===== config.mk =====
export PLATFORM = sky130hd
export DESIGN_NAME = irq_trigger_core
export DESIGN_NICKNAME = d
export VERILOG_FILES = /design/src/rtl/irq_trig_pkg.sv /design/src/rtl/irq_pin_cell.sv /design/src/rtl/irq_prio_pick.sv /design/src/rtl/irq_issue_reg.sv /design/src/rtl/irq_trigger_core.sv
export SDC_FILE = /design/constraint.sdc
export NUM_CORES = 1
export LEC_CHECK = 0
export ABC_CLOCK_PERIOD_IN_PS = 4370
export BUFFER_PORTS_ARGS = -buffer_cell sky130_fd_sc_hd__buf_2
export CORE_AREA = 2 2 221 223
export CTS_CLUSTER_DIAMETER = 60
export DETAILED_ROUTE_END_ITERATION = 8
export DIE_AREA = 0 0 223 225
export GPL_ROUTABILITY_DRIVEN = 0
export GPL_TIMING_DRIVEN = 0
export PLACE_DENSITY_LB_ADDON = 0.25
export SLEW_MARGIN = 10
export SYNTH_ARGS = -nofsm -noshare
export SYNTH_HDL_FRONTEND = slang
export SYNTH_SLANG_ARGS = --single-unit
export TNS_END_PERCENT = 10

===== constraint.sdc =====
create_clock -name clk -period 4.37 [get_ports clk]
set_input_delay 0.437 -clock clk [delete_from_list [all_inputs] [get_ports clk]]
set_output_delay 0.437 -clock clk [all_outputs]
set_load 0.1 [all_outputs]

===== src/rtl/irq_trig_pkg.sv =====
package irq_trig_pkg;
  localparam int DEF_PINS     = 24;
  localparam int DEF_VEC_W    = 8;
  localparam int DEF_DEST_W   = 8;
  localparam int DEF_COAL_PIN = 8;
endpackage


===== src/rtl/irq_pin_cell.sv =====
module irq_pin_cell #(
  parameter bit COALESCE_EDGE = 1'b0
) (
  input  logic clk,
  input  logic rst,
  input  logic line,
  input  logic pol,
  input  logic level_mode,
  input  logic mask,
  input  logic eoi_hit,
  input  logic grant,
  output logic pending,
  output logic coal
);
  logic active, prev_active, prev_level, rise, set_req, tracks_coal;

  assign active      = line ^ pol;
  assign rise        = active & ~prev_active;
  assign tracks_coal = level_mode | COALESCE_EDGE;

  always_comb begin
    if (level_mode)
      set_req = active & ~mask & ~coal & ~pending;
    else
      set_req = rise & ~mask & ~(COALESCE_EDGE & coal);
  end

  always_ff @(posedge clk) begin
    if (rst) begin
      prev_active <= 1'b0;
      prev_level  <= 1'b0;
      pending     <= 1'b0;
      coal        <= 1'b0;
    end else begin
      prev_active <= active;
      prev_level  <= level_mode;
      if (set_req)
        pending <= 1'b1;
      else if (grant)
        pending <= 1'b0;
      if (grant && tracks_coal)
        coal <= 1'b1;
      else if (eoi_hit && tracks_coal)
        coal <= 1'b0;
      else if (prev_level && !level_mode)
        coal <= 1'b0;
    end
  end
endmodule


===== src/rtl/irq_prio_pick.sv =====
module irq_prio_pick #(
  parameter int NP = 24,
  localparam int PW = (NP > 1) ? $clog2(NP) : 1
) (
  input  logic [NP-1:0] req,
  output logic [NP-1:0] grant,
  output logic          any,
  output logic [PW-1:0] idx
);
  always_comb begin
    idx = '0;
    any = 1'b0;
    for (int i = NP - 1; i >= 0; i--) begin
      if (req[i]) begin
        idx = PW'(i);
        any = 1'b1;
      end
    end
  end

  for (genvar g = 0; g < NP; g++) begin : g_grant
    assign grant[g] = any && (idx == PW'(g));
  end
endmodule


===== src/rtl/irq_issue_reg.sv =====
module irq_issue_reg #(
  parameter int PW = 5,
  parameter int VW = 8,
  parameter int DW = 8
) (
  input  logic          clk,
  input  logic          rst,
  input  logic          fire,
  input  logic [PW-1:0] pin_in,
  input  logic [VW-1:0] vec_in,
  input  logic [DW-1:0] dest_in,
  output logic          req_valid,
  output logic [PW-1:0] req_pin,
  output logic [VW-1:0] req_vector,
  output logic [DW-1:0] req_dest
);
  always_ff @(posedge clk) begin
    if (rst) begin
      req_valid  <= 1'b0;
      req_pin    <= '0;
      req_vector <= '0;
      req_dest   <= '0;
    end else begin
      req_valid <= fire;
      if (fire) begin
        req_pin    <= pin_in;
        req_vector <= vec_in;
        req_dest   <= dest_in;
      end
    end
  end
endmodule


===== src/rtl/irq_trigger_core.sv =====
module irq_trigger_core #(
  parameter int NP       = irq_trig_pkg::DEF_PINS,
  parameter int VW       = irq_trig_pkg::DEF_VEC_W,
  parameter int DW       = irq_trig_pkg::DEF_DEST_W,
  parameter int COAL_PIN = irq_trig_pkg::DEF_COAL_PIN,
  localparam int PW      = (NP > 1) ? $clog2(NP) : 1
) (
  input  logic             clk,
  input  logic             rst,
  input  logic [NP-1:0]    irq_line,
  input  logic [NP-1:0]    cfg_polarity,
  input  logic [NP-1:0]    cfg_level,
  input  logic [NP-1:0]    cfg_mask,
  input  logic [NP*VW-1:0] cfg_vector,
  input  logic [NP*DW-1:0] cfg_dest,
  input  logic             eoi_valid,
  input  logic [VW-1:0]    eoi_vector,
  output logic             req_valid,
  output logic [PW-1:0]    req_pin,
  output logic [VW-1:0]    req_vector,
  output logic [DW-1:0]    req_dest,
  output logic [NP-1:0]    delivery_status,
  output logic [NP-1:0]    remote_pending
);
  logic [NP-1:0] pend, coal, grant, eligible;
  logic          any;
  logic [PW-1:0] sel;
  logic [VW-1:0] sel_vec;
  logic [DW-1:0] sel_dest;

  for (genvar g = 0; g < NP; g++) begin : g_pin
    logic hit;
    assign hit = eoi_valid && (eoi_vector == cfg_vector[g*VW +: VW]);
    irq_pin_cell #(
      .COALESCE_EDGE(g == COAL_PIN)
    ) u_cell (
      .clk       (clk),
      .rst       (rst),
      .line      (irq_line[g]),
      .pol       (cfg_polarity[g]),
      .level_mode(cfg_level[g]),
      .mask      (cfg_mask[g]),
      .eoi_hit   (hit),
      .grant     (grant[g]),
      .pending   (pend[g]),
      .coal      (coal[g])
    );
  end

  assign eligible = pend & ~cfg_mask;

  irq_prio_pick #(.NP(NP)) u_pick (
    .req  (eligible),
    .grant(grant),
    .any  (any),
    .idx  (sel)
  );

  assign sel_vec  = cfg_vector[int'(sel)*VW +: VW];
  assign sel_dest = cfg_dest[int'(sel)*DW +: DW];

  irq_issue_reg #(.PW(PW), .VW(VW), .DW(DW)) u_issue (
    .clk       (clk),
    .rst       (rst),
    .fire      (any),
    .pin_in    (sel),
    .vec_in    (sel_vec),
    .dest_in   (sel_dest),
    .req_valid (req_valid),
    .req_pin   (req_pin),
    .req_vector(req_vector),
    .req_dest  (req_dest)
  );

  assign delivery_status = pend;
  assign remote_pending  = coal;
endmodule


**Word level (Yosys, flattened, before mapping)**

Index checks and enable logic that the tools add are counted.
W data, S select, Z words.

- Logic and storage cells: 775
- Output and inout bits: 70
- Register bits: 118

- Bitwise logic cells: 243
- Shifts and indexed selects: 2
- Equality and inequality tests: 47
- Muxes and demuxes: 192
- Reductions and logical operators: 191

Operator list:

| cell | count |
|---|---|
| $shiftx A192 B9 Y8 | 2 |
| $eq A8 B8 Y1 | 24 |
| $mux W1 | 168 |
| $and A1 B1 Y1 | 121 |
| $mux W5 | 24 |
| $logic_and A1 B1 Y1 | 118 |
| $not A1 Y1 | 96 |
| $reduce_bool A3 Y1 | 24 |
| $reduce_bool A2 Y1 | 24 |
| $eq A5 B4 Y1 const B | 8 |
| $eq A5 B5 Y1 const B | 8 |
| $and A24 B24 Y24 | 1 |
| $logic_not A1 Y1 | 24 |
| $not A24 Y24 | 1 |
| $xor A1 B1 Y1 | 24 |
| $eq A5 B3 Y1 const B | 4 |
| $eq A5 B2 Y1 const B | 2 |
| $eq A5 B1 Y1 const B | 1 |
| $logic_not A5 Y1 | 1 |

**Longest topological paths before layout**

Gate-level depths: netlist (run 1).

- Depth in word-level cells: 30
- Gate-level depth with buffers: 12
- Mapped depth without buffers: 9

**Cells and area by module**

A second synthesis (run 1) with hierarchy kept.

- Cells, all modules: 1220
- Area, all modules: 10760.3 µm²

Modules (own cells, without submodules):

| module | area an instance (µm²) | instances | cells an instance | seq. area each (µm²) |
|---|---|---|---|---|
| irq_trigger_core | 5695.5 | 1 | 674 | 0.0 |
| irq_pin_cell at g_pin[0].u_cell ... | 156.4 | 23 | 16 | 80.1 |
| irq_issue_reg | 795.8 | 1 | 70 | 440.4 |
| irq_prio_pick | 520.5 | 1 | 93 | 0.0 |
| irq_pin_cell at g_pin[8].u_cell | 151.4 | 1 | 15 | 80.1 |

**Worst setup path after synthesis (run 1)**

OpenSTA, ideal clock, no wires.

- Path kind: input to register
- Start: input port cfg_mask[7]
- End: register u_issue.req_dest[2]
- Buffers on the path: 1
- Path slack: 1732 ps
- Setup time: 122 ps
- Arrival time: 2516 ps
- Stages on the path: 10
- Cell sequence: and2b_4 > or3_1 > a21oi_2 > o21ai_4 > nand2_2 > buf_6 > mux2_4 > a221o_1 > nand3b_1 > o32a_1

- Word-level cells in the longest chain between the ends: 11
- Elaborated cells on any way between the ends: 19
- Classes of those cells: shift: 1; mux: 16; bitwise: 2

Ends and longest elaborated chain:

| element | RTL line | source |
|---|---|---|
| from (decl) | irq_trigger_core.sv:13 | `input logic [NP-1:0] cfg_mask,` |
| $not A24 Y24 (*) | irq_trigger_core.sv:50 | `assign eligible = pend & ~cfg_mask;` |
| $and A24 B24 Y24 (*) | irq_trigger_core.sv:50 |  |
| $mux W5 (8 in series) | irq_prio_pick.sv:14 | `if (req[i]) begin` |
| $shiftx A192 B9 Y8 | irq_trigger_core.sv:60 | `assign sel_dest = cfg_dest[int'(sel)*DW +: DW];` |
| to (signal assigned) | irq_issue_reg.sv:28 | `req_dest <= dest_in;` |
| to (decl) | irq_issue_reg.sv:15 | `output logic [DW-1:0] req_dest` |

Mark *: on every way between the ends. The rest lies on a longest branch, timed or not.
A chain may end at the register's enable or synchronous reset.

**Worst setup path after layout (run 1)**

- Start: register g_pin[1].u_cell.pending
- End: register g_pin[8].u_cell.pending

- Word-level cells in the longest chain between the ends: 6
- Elaborated cells on any way between the ends: 8
- Classes of those cells: eq/ne: 1; mux: 4; bitwise: 1; reduce/logical: 2

Ends and longest elaborated chain:

| element | RTL line | source |
|---|---|---|
| from (decl) | irq_pin_cell.sv:12 | `output logic pending,` |
| from (signal assigned) | irq_pin_cell.sv:32 | `pending <= 1'b0;` |
| from (signal assigned) | irq_pin_cell.sv:38 | `pending <= 1'b1;` |
| from (signal assigned) | irq_pin_cell.sv:40 | `pending <= 1'b0;` |
| $and A24 B24 Y24 (*) | irq_trigger_core.sv:50 |  |
| $mux W5 (2 in series) | irq_prio_pick.sv:14 |  |
| $eq A5 B4 Y1 | irq_prio_pick.sv:22 | `assign grant[g] = any && (idx == PW'(g));` |
| $logic_and A1 B1 Y1 (*) | irq_prio_pick.sv:22 |  |
| $reduce_bool A2 Y1 (no line) (*) | -- |  |
| to (signal assigned) | irq_pin_cell.sv:32 |  |
| to (signal assigned) | irq_pin_cell.sv:38 |  |
| to (signal assigned) | irq_pin_cell.sv:40 |  |
| to (decl) | irq_pin_cell.sv:12 |  |

Marked as above.

==> impl_metrics.json, run 1 <==
{
  "grt_overflow": 0,
  "worst_pin_slew_ns": 1.473,
  "max_stage_delay_ns": 0.81,
  "ctsResizeCount": 0,
  "drv_slew": 0,
  "hp-class": "input pin to register",
  "fin_hold_ws_ns": 0.2517,
  "synthFlopType": "dfxtp_1",
  "crit_path_end_kind": "register",
  "finalClockSkew_ns": 0.01348,
  "initial_core_util_pct": 23.48,
  "syn_area_um2": 11170,
  "rows": 80,
  "grt_pass1_wl_um": 113300,
  "dr.first_iter.drc_count": 1659,
  "cts_made_buffers": 17,
  "synth_edf_count": 0,
  "grt_max_degree": 17,
  "leakage_nw": 6.764,
  "worstPathCellList": "nor2b_1 -> nor4_4 -> nand2_1 -> nor2_1 -> clkbuf_1 -> clkbuf_1 -> nand2_1 -> a32oi_1 -> nor2_1",
  "cts_max_path_buffers": 2,
  "async_flop_share_pct": 0,
  "startpoint_type": "register",
  "r2r_slack_ns": 0.03,
  "ys_ff_latch": 118,
  "setup_tns_ns": 0,
  "fin_nets": 2528,
  "finalSetupViolCount": 0,
  "fin_crit_sh_pct": 99.32,
  "max_slew_margin_pct": 1.460,
  "yosys_warnings": 0,
  "port_buffers": 552,
  "routedWlPerCell_um": 31.54,
  "cap_violations": 0,
  "grt_usage_pct": 32.56,
  "core_area_um2": 47550,
  "fmaxAchievable_mhz": 230.4,
  "clk_pin_slew_ns": 0.06,
  "synth.area.mux_share_pct": 6.835,
  "routed_wl_um": 84440,
  "synth_fa_ha_area_share_pct": 0,
  "io_pins": 561,
  "drc": 0,
  "cts-hold-fix-buffers": 0,
  "postRouteAntennaNets": 0,
  "vdd_drop_max_v": 0.0002683,
  "cts_sinks": 118,
  "synth-simple-area-share_pct": 23.72,
  "slowest_stage": "clkbuf_1",
  "antenna_found_initial": 31,
  "arrival_ns": 4.63,
  "die_x_um": 223,
  "vias": 15052,
  "yosysSeqAreaShare_pct": 21.16,
  "rsz0062_at_grt": "no",
  "synth-xor-area-share_pct": 16.94,
  "cts_max_level": 4,
  "clk_latency_ns": 0.45,
  "dieArea_um2": 50180,
  "vias_per_cell": 5.623,
  "crit_type": "register to register",
  "p_per_area_nw_per_um2": 455.2,
  "synth_compound_area_share_pct": 23.76,
  "hold_viol": 0,
  "synth_cells": 1465,
  "hpwl_um": 69650,
  "post_cts_buffers": 0,
  "cts_root_buf": "clkbuf_16",
  "cts_tree": "done",
  "grt_pass1_vias": 14894,
  "crit_fanout": 10,
  "syn_avg_cell_area_um2": 7.622,
  "synth_top_family_by_area": "compound AO/OA/AOI/OAI gates",
  "fin_crit_ns": 4.340,
  "drive_gt1_share_pct": 34.68,
  "nFillCells": 5290,
  "synth_nets": 1956,
  "die_y_um": 225,
  "synthToLayoutAreaGrowth_pct": 37.27,
  "synth_cell_types": 83,
  "status": "completed",
  "dr.pass1.iters": 6,
  "required_ns": 4.66
}
==> logic make-up (layout without fill, tap and decap cells) <==
kind of cell / count (synthesis) / count (layout)
AO/OA/AOI/OAI: 366 / 366
XOR/XNOR: 216 / 216
buffers and inverters: 162 / 747
flip-flops: 118 / 118
multiplexers: 75 / 75
other: 0 / 12
AND/OR/NAND/NOR: 528 / 528
==> state kept, by name, summed over array words and instances (netlist names) <==
name                      flops
g_pin.u_cell.coal            24
g_pin.u_cell.pending         24
g_pin.u_cell.prev_active     24
g_pin.u_cell.prev_level      24
u_issue.req_dest              8
u_issue.req_vector            8
u_issue.req_pin               5
u_issue.req_valid             1
==> per-stage QoR <==
stage | worst slack [ns] | total power (W) | area (µm²) | util (%) | std cells
floorplan | 1.732 | 0.003819 | 11170 | - | 1465
global placement | -0.2094 | 0.005386 | 14700 | 30.91 | 2632
finish | 0.02951 | 0.006976 | 15330 | 32.24 | 2677
detailed placement | 0.09758 | 0.005420 | 14720 | 30.96 | 2633
CTS | 0.1925 | 0.006877 | 15290 | 32.17 | 2665
global route | 0.01172 | 0.007159 | 15310 | 32.19 | 2669
==> cells in the final DEF (no fill, tap or decap), types with 28 or more instances in the layout <==
cell type / netlist / routed
dfxtp_1: 118 / 118
nor4_1: 36 / 36
nand2b_1: 29 / 29
xor2_1: 122 / 122
nand3_1: 42 / 42
a21oi_1: 100 / 100
nand4_1: 43 / 43
nor2_1: 139 / 138
buf_2: 20 / 572
inv_1: 28 / 28
o21ai_0: 51 / 51
clkbuf_1: 47 / 48
mux2i_1: 68 / 68
buf_4: 55 / 55
xnor2_1: 94 / 94
nand2_1: 133 / 133
==> metal layers <==
layer	global-route usage (%)	up-vias	routed length [µm]
met5	0	-	268
met4	18.01	38	5421
met3	10.57	293	8998
met2	52.96	1123	37810
met1	37.88	7149	31950
li1	-	6449	-
==> worst max-delay path: cells and delay by family (launching register included) <==
family,cells,cell delay (ns)
simple gates,6,2.08
buf+inv,2,1.52
flops,1,0.34
compound gates,1,0.23
==> where the power goes <==
| group | leakage [nW] | internal [W] | total (W) | switching, W |
|---|---|---|---|---|
| sequential | 0.974 | 0.00122 | 0.00133 | 0.000107 |
| clock | 0.272 | 0.000798 | 0.00144 | 0.000645 |
| combinational | 5.52 | 0.00112 | 0.00421 | 0.00308 |
| total | 6.76 | 0.00314 | 0.00698 | 0.00384 |
==> cells in the mapped netlist (all sizes together) (3+ instances only) <==
library cell,n,area (µm²)
nor2,143,551.8
nand2,134,505.5
xor2,122,1069
dfxtp,118,2362
a21oi,101,509.2
xnor2,94,823.3
buf,87,565.6
mux2i,68,680.7
o21ai,57,304.0
clkbuf,47,176.4
nand4,43,269.0
nand3,42,210.2
nor4,40,292.8
nand2b,30,190.2
nor3,29,155.2
inv,28,105.1
nor2b,27,183.9
a22oi,26,195.2
a32oi,25,226.5
a22o,23,201.4
a221oi,22,198.9
a211oi,20,150.1
or3,12,75.07
nor3b,11,82.58
o2bb2ai,11,96.34
a31oi,10,62.56
o211ai,9,67.56
o221a,9,101.3
a221o,8,80.08
mux2,7,82.57
a31o,5,43.79
and2b,5,42.54
a21boi,4,45.04
and3,4,25.02
and4,4,35.03
o21a,4,30.03
nand3b,3,22.52
o2111ai,3,38.79
o31ai,3,32.53
o32a,3,30.03
==> path summary, 6_finish.rpt <==
kind                               start  depth (start not counted)                      endpoint
min reg2reg  g_pin[13].u_cell.prev_level                          1         g_pin[13].u_cell.coal
max reg2reg      g_pin[1].u_cell.pending                          9       g_pin[8].u_cell.pending
max              g_pin[1].u_cell.pending                          9       g_pin[8].u_cell.pending
min                         irq_line[21]                          3  g_pin[21].u_cell.prev_active
==> layout make-up <==
type / count / area (µm²) / share of cell area, %
clock buffer: 18 / 429.2 / 2.800
buffer: 134 / 742.0 / 4.841
tap: 615 / 769.5 / 5.020
inverter: 28 / 105.1 / 0.6857
timing repair buffer: 553 / 2774 / 18.10
sequential: 118 / 2362 / 15.41
multi-input combinational: 1185 / 7970 / 52.00
clock inverter: 14 / 145.1 / 0.9469
antenna: 12 / 30.03 / 0.1959
No activity file was read; power rests on OpenSTA's default activity.
==> run 2: changes to the inputs <==
--- a/config.mk
+++ b/config.mk
@@ -8,7 +8,7 @@
 export ABC_CLOCK_PERIOD_IN_PS = 4370
 export BUFFER_PORTS_ARGS = -buffer_cell sky130_fd_sc_hd__buf_2
 export CORE_AREA = 2 2 221 223
-export CTS_CLUSTER_DIAMETER = 60
+export CTS_BUF_LIST = sky130_fd_sc_hd__clkbuf_8
 export DETAILED_ROUTE_END_ITERATION = 8
 export DIE_AREA = 0 0 223 225
 export GPL_ROUTABILITY_DRIVEN = 0
==> constraint.sdc (replaced) <==
create_clock -name clk -period 4.37 [get_ports clk]
set_input_delay 0.6555 -clock clk [delete_from_list [all_inputs] [get_ports clk]]
set_output_delay 0.6555 -clock clk [all_outputs]
set_load 0.1 [all_outputs]
==> run 2 against run 1 <==
  * Clock-buffer cell count fell by 1
  * Sequential cell count is the same
  * Via count is 0.35% higher
  * Utilization down 0.40 points
  * Largest cell class unchanged
==> impl_metrics.json, run 2 (synthesized netlist as in run 1, its figures left out) <==
{
  "status": "completed",
  "hpwl_um": 69650,
  "holdPathStages": 3,
  "vias": 15104,
  "dr.first_iter.drc_count": 1795,
  "cts_sinks": 118,
  "max_slew_margin_pct": 10.47,
  "cts-hold-fix-buffers": 0,
  "cts_made_buffers": 17,
  "routed_wl_um": 84360,
  "final_common_cell": "buf_2",
  "fin_crit_sh_pct": 98.80,
  "worst_pin_slew_ns": 1.338,
  "p_per_area_nw_per_um2": 435.0,
  "crit_type": "register to register",
  "vdd_drop_max_v": 0.0001937,
  "grt_pass1_vias": 14896,
  "die_x_um": 223,
  "arrival_ns": 4.66,
  "drc": 0,
  "drv_slew": 0,
  "clk_pin_slew_ns": 0.09,
  "ctsResizeCount": 0,
  "finalSetupViolCount": 0,
  "crit_fanout": 10,
  "dp.cells": 2633,
  "postRouteAntennaNets": 0,
  "fin_hold_ws_ns": 0.4160,
  "setup_tns_ns": 0,
  "routedWlPerCell_um": 31.50,
  "startpoint_type": "register",
  "hp-class": "input pin to register",
  "io_pins": 561,
  "reg2reg_depth": 9,
  "required_ns": 4.71,
  "cts_max_level": 4,
  "cap_violations": 0,
  "clk_latency_ns": 0.51,
  "fin_crit_ns": 4.317,
  "grt_max_degree": 17,
  "antenna_found_initial": 30,
  "rows": 80,
  "grt_overflow": 0,
  "hold_viol": 0,
  "final_cell_mix": "buf_2, nor2_1, nand2_1",
  "fin_nets": 2528,
  "leakage_nw": 6.681,
  "post_cts_buffers": 0,
  "drive_gt1_share_pct": 34.68,
  "cts_tree": "done",
  "port_buffers": 552,
  "dr.pass1.iters": 6,
  "fmaxAchievable_mhz": 231.6,
  "grt_pass1_wl_um": 113200,
  "final_util_pct": 31.84,
  "grt_usage_pct": 32.52,
  "core_area_um2": 47550,
  "die_y_um": 225,
  "initial_core_util_pct": 23.48,
  "finalClockSkew_ns": 0.02770,
  "cts_root_buf": "clkbuf_8",
  "cts_max_path_buffers": 2,
  "rsz0062_at_grt": "no",
  "vias_per_cell": 5.640,
  "dieArea_um2": 50180,
  "synthToLayoutAreaGrowth_pct": 35.58,
  "final_cells": 2678,
  "crit_path_end_kind": "register"
}
run 2: metrics by stage:
| stage | instance area (µm²) | total power [W] | setup WS [ns] |
|---|---|---|---|
| detailed placement | 14720 | 0.005420 | -0.1209 |
| global placement | 14700 | 0.005386 | -0.4279 |
| global route | 15120 | 0.006769 | 0.01448 |
| CTS | 15100 | 0.006482 | 0.1819 |
| finish | 15140 | 0.006585 | 0.05262 |
| floorplan | 11170 | 0.003819 | 1.513 |
run 2: final cells by class:
class / count / area, µm²
fill: 5295 / 32410
multi-input combinational: 1185 / 7970
timing repair buffer: 553 / 2774
sequential: 118 / 2362
tap: 615 / 769.5
buffer: 134 / 742.0
clock buffer: 17 / 234.0
clock inverter: 15 / 148.9
inverter: 28 / 105.1
antenna: 13 / 32.53
run 2: worst paths after layout:
path,startpoint,endpoint,slack [ns]
worst max-delay path,g_pin[1].u_cell.pending,g_pin[8].u_cell.pending,0.05
worst min-delay path,irq_line[21],g_pin[21].u_cell.prev_active,0.42
worst max register to register,g_pin[1].u_cell.pending,g_pin[8].u_cell.pending,0.05
worst min register to register,g_pin[13].u_cell.prev_level,g_pin[13].u_cell.coal,0.42
run 2: layer usage:
layer | vias up | global-route usage, % | share of wire (%)
met4 | 36 | 17.60 | 6.2
met3 | 290 | 10.65 | 11
li1 | 6449 | - | -
met1 | 7197 | 37.80 | 38
met2 | 1132 | 53.04 | 45
met5 | - | 0 | 0.30
run 2: power by group:
part           internal (W)  switching, W
Combinational       0.00112       0.00308
Clock              0.000462      0.000597
Sequential          0.00122      0.000106
Total               0.00280       0.00378
run 2: critical path: stages, from the launching register on:
cell and delay [ns]:
dfxtp_1 0.35, nor2b_1 0.27, nor4_4 0.56, nand2_1 0.24, nor2_1 0.65, clkbuf_1 0.82
clkbuf_1 0.71, nand2_1 0.27, a32oi_1 0.23, nor2_1 0.06
==> run 3: changes to the inputs <==
--- a/config.mk
+++ b/config.mk
@@ -12,7 +12,6 @@
 export DETAILED_ROUTE_END_ITERATION = 8
 export DIE_AREA = 0 0 223 225
 export GPL_ROUTABILITY_DRIVEN = 0
-export GPL_TIMING_DRIVEN = 0
 export PLACE_DENSITY_LB_ADDON = 0.25
 export SLEW_MARGIN = 10
 export SYNTH_ARGS = -nofsm -noshare
==> run 3 against run 2 <==
  * Hold slack got worse by 0.0030 ns
  * Clock power increased by 10%
  * Register-to-register slack improved by 0.72 ns
  * Routed wire length decreased by 9.5%
  * Total power decreased by 0.54%
  * Sequential share of layout area increased by 0.070 points
  * Global-route usage decreased by 3.1 points
  * Sequential power about the same
  * Critical path type unchanged
  * Critical endpoint is now u_issue.req_dest[0]
==> impl_metrics.json, run 3 (synthesized netlist as in run 1, its figures left out) <==
{
  "status": "completed",
  "cts-hold-fix-buffers": 0,
  "power_frac_comb_pct": 61.8,
  "cts_made_buffers": 17,
  "clk_pin_slew_ns": 0.09,
  "design_area_um2": 15070,
  "leakage_nw": 6.639,
  "startpoint_type": "register",
  "final_common_cell": "buf_2",
  "worstReg2RegStart": "g_pin[23].u_cell.pending",
  "grt_max_degree": 71,
  "crit_type": "register to register",
  "reg2reg_depth": 9,
  "vias": 14217,
  "r2r_slack_ns": 0.78,
  "grt_overflow": 0,
  "dieArea_um2": 50180,
  "drc": 0,
  "pwr-share-clk_pct": 17.9,
  "grt_pass1_wl_um": 104200,
  "die_y_um": 225,
  "setup_tns_ns": 0,
  "swShare_pct": 53.43,
  "drive_gt1_share_pct": 35.81,
  "arrival_ns": 3.96,
  "max_slew_margin_pct": 19.55,
  "fin_nets": 2469,
  "fin_crit_sh_pct": 82.21,
  "ctsResizeCount": 0,
  "p_seq_share_pct": 20.2,
  "vdd_drop_max_v": 0.0002746,
  "initial_core_util_pct": 23.48,
  "synthToLayoutAreaGrowth_pct": 34.97,
  "cts_max_path_buffers": 2,
  "port_buffers": 560,
  "rows": 80,
  "antenna_found_initial": 32,
  "die_x_um": 223,
  "postRouteAntennaNets": 0,
  "cts_root_buf": "clkbuf_8",
  "fin_crit_ns": 3.593,
  "cts_sinks": 118,
  "cap_violations": 0,
  "startpoint": "g_pin[23].u_cell.pending",
  "vias_per_cell": 5.426,
  "finalClockSkew_ns": 0.01640,
  "dr.pass1.iters": 6,
  "drv_slew": 0,
  "p_switching_w": 0.003499,
  "io_pins": 561,
  "rsz0062_at_grt": "no",
  "worst_pin_slew_ns": 1.205,
  "clk_latency_ns": 0.50,
  "post_cts_buffers": 0,
  "critPathCapture": "u_issue.req_dest[0]",
  "nFillCells": 5218,
  "core_area_um2": 47550,
  "grt_pass1_vias": 14068,
  "finalSetupViolCount": 0,
  "intPower_w": 0.003050,
  "hp-class": "input pin to register",
  "dpl-instance-area_um2": 14600,
  "cts_max_level": 4,
  "hold_viol": 0,
  "hpwl_um": 63010,
  "cts_tree": "done",
  "final_cell_mix": "buf_2, nor2_1, nand2_1",
  "required_ns": 4.73,
  "crit_fanout": 10,
  "dr.first_iter.drc_count": 1280,
  "routed_wl_um": 76360,
  "routedWlPerCell_um": 29.15,
  "crit_path_end_kind": "register",
  "reg2reg_to": "u_issue.req_dest[0]",
  "fmaxAchievable_mhz": 278.4,
  "grt_usage_pct": 29.45,
  "p_per_area_nw_per_um2": 434.6
}
[run 3: changes by cell type in the layout (fill, tap and decap cells not counted), sizes merged]
cell      before  now
buf          640  628
clkinvlp       3    4
diode         13   14
clkbuf        64   18
inv           34   30
clkinv         5    4
bufinv         1    4
[run 3: cell type report]
| class | count | area [µm²] | share of cell area [%] |
|---|---|---|---|
| multi-input cells | 1185 | 8000 | 53.08 |
| repair buffers | 628 | 3366 | 22.33 |
| flip-flops and latches | 118 | 2362 | 15.67 |
| well taps | 615 | 769.5 | 5.106 |
| clock buffers | 18 | 247.7 | 1.644 |
| clock inverters | 14 | 185.2 | 1.229 |
| inverters | 28 | 105.1 | 0.6974 |
| diodes | 14 | 35.03 | 0.2325 |
[run 3: layer usage]
layer | vias to the layer above | global-route usage, % | part of all wire [%]
li1 | 6336 | - | -
met1 | 6805 | 33.86 | 38
met2 | 848 | 51.03 | 48
met3 | 194 | 8.931 | 9.3
met4 | 34 | 11.73 | 4.2
met5 | - | 0 | 0.29
[run 3: worst min path at each step]
stage	slack, ns	cells after the start	end	start
after floorplan	0.40	1	g_pin[13].u_cell.coal	g_pin[13].u_cell.prev_level
after global routing	0.39	3	g_pin[6].u_cell.prev_active	irq_line[6]
after CTS	0.37	3	g_pin[9].u_cell.prev_active	irq_line[9]
final	0.41	3	g_pin[9].u_cell.prev_active	irq_line[9]
after global placement	0.41	1	g_pin[13].u_cell.coal	g_pin[13].u_cell.prev_level
after detailed placement	0.42	1	g_pin[13].u_cell.coal	g_pin[13].u_cell.prev_level
[run 3: critical path, cell delays in order (launching register included)]
cell and delay [ns]:
dfxtp_1 0.47, nand2b_1 0.14, a221oi_2 0.40, nor4_4 0.10, o21ai_2 0.64, a221oi_1 0.38, a221oi_1 0.67, o21ai_0 0.23
a211oi_1 0.33, a22oi_1 0.10
[run 3: per-stage QoR]
step | hold slack, ns | total power (W) | instances | util [%] | worst slack [ns]
finish | 0.4130 | 0.006550 | 2620 | 31.70 | 0.7775
global route | 0.3852 | 0.006813 | 2611 | 31.65 | 0.7005
CTS | 0.3725 | 0.006541 | 2606 | 31.62 | 0.8540
detailed placement | 0.4196 | 0.005338 | 2574 | 30.71 | 0.4523
global placement | 0.4079 | 0.005306 | 2574 | 30.71 | 0.4371
floorplan | 0.3993 | 0.003819 | 1465 | - | 1.513
[run 3: power by group through the flow]
| stage | logic, W | clock network (W) | registers (W) |
|---|---|---|---|
| 2_1_floorplan | 0.00191 | 0 | 0.00191 |
| 6_report | 0.00405 | 0.00117 | 0.00133 |
| 5_1_grt | 0.00421 | 0.00126 | 0.00134 |
| 3_3_place_gp | 0.00396 | 0 | 0.00135 |
| 3_5_place_dp | 0.00399 | 0 | 0.00135 |
| 4_1_cts | 0.00400 | 0.00121 | 0.00132 |
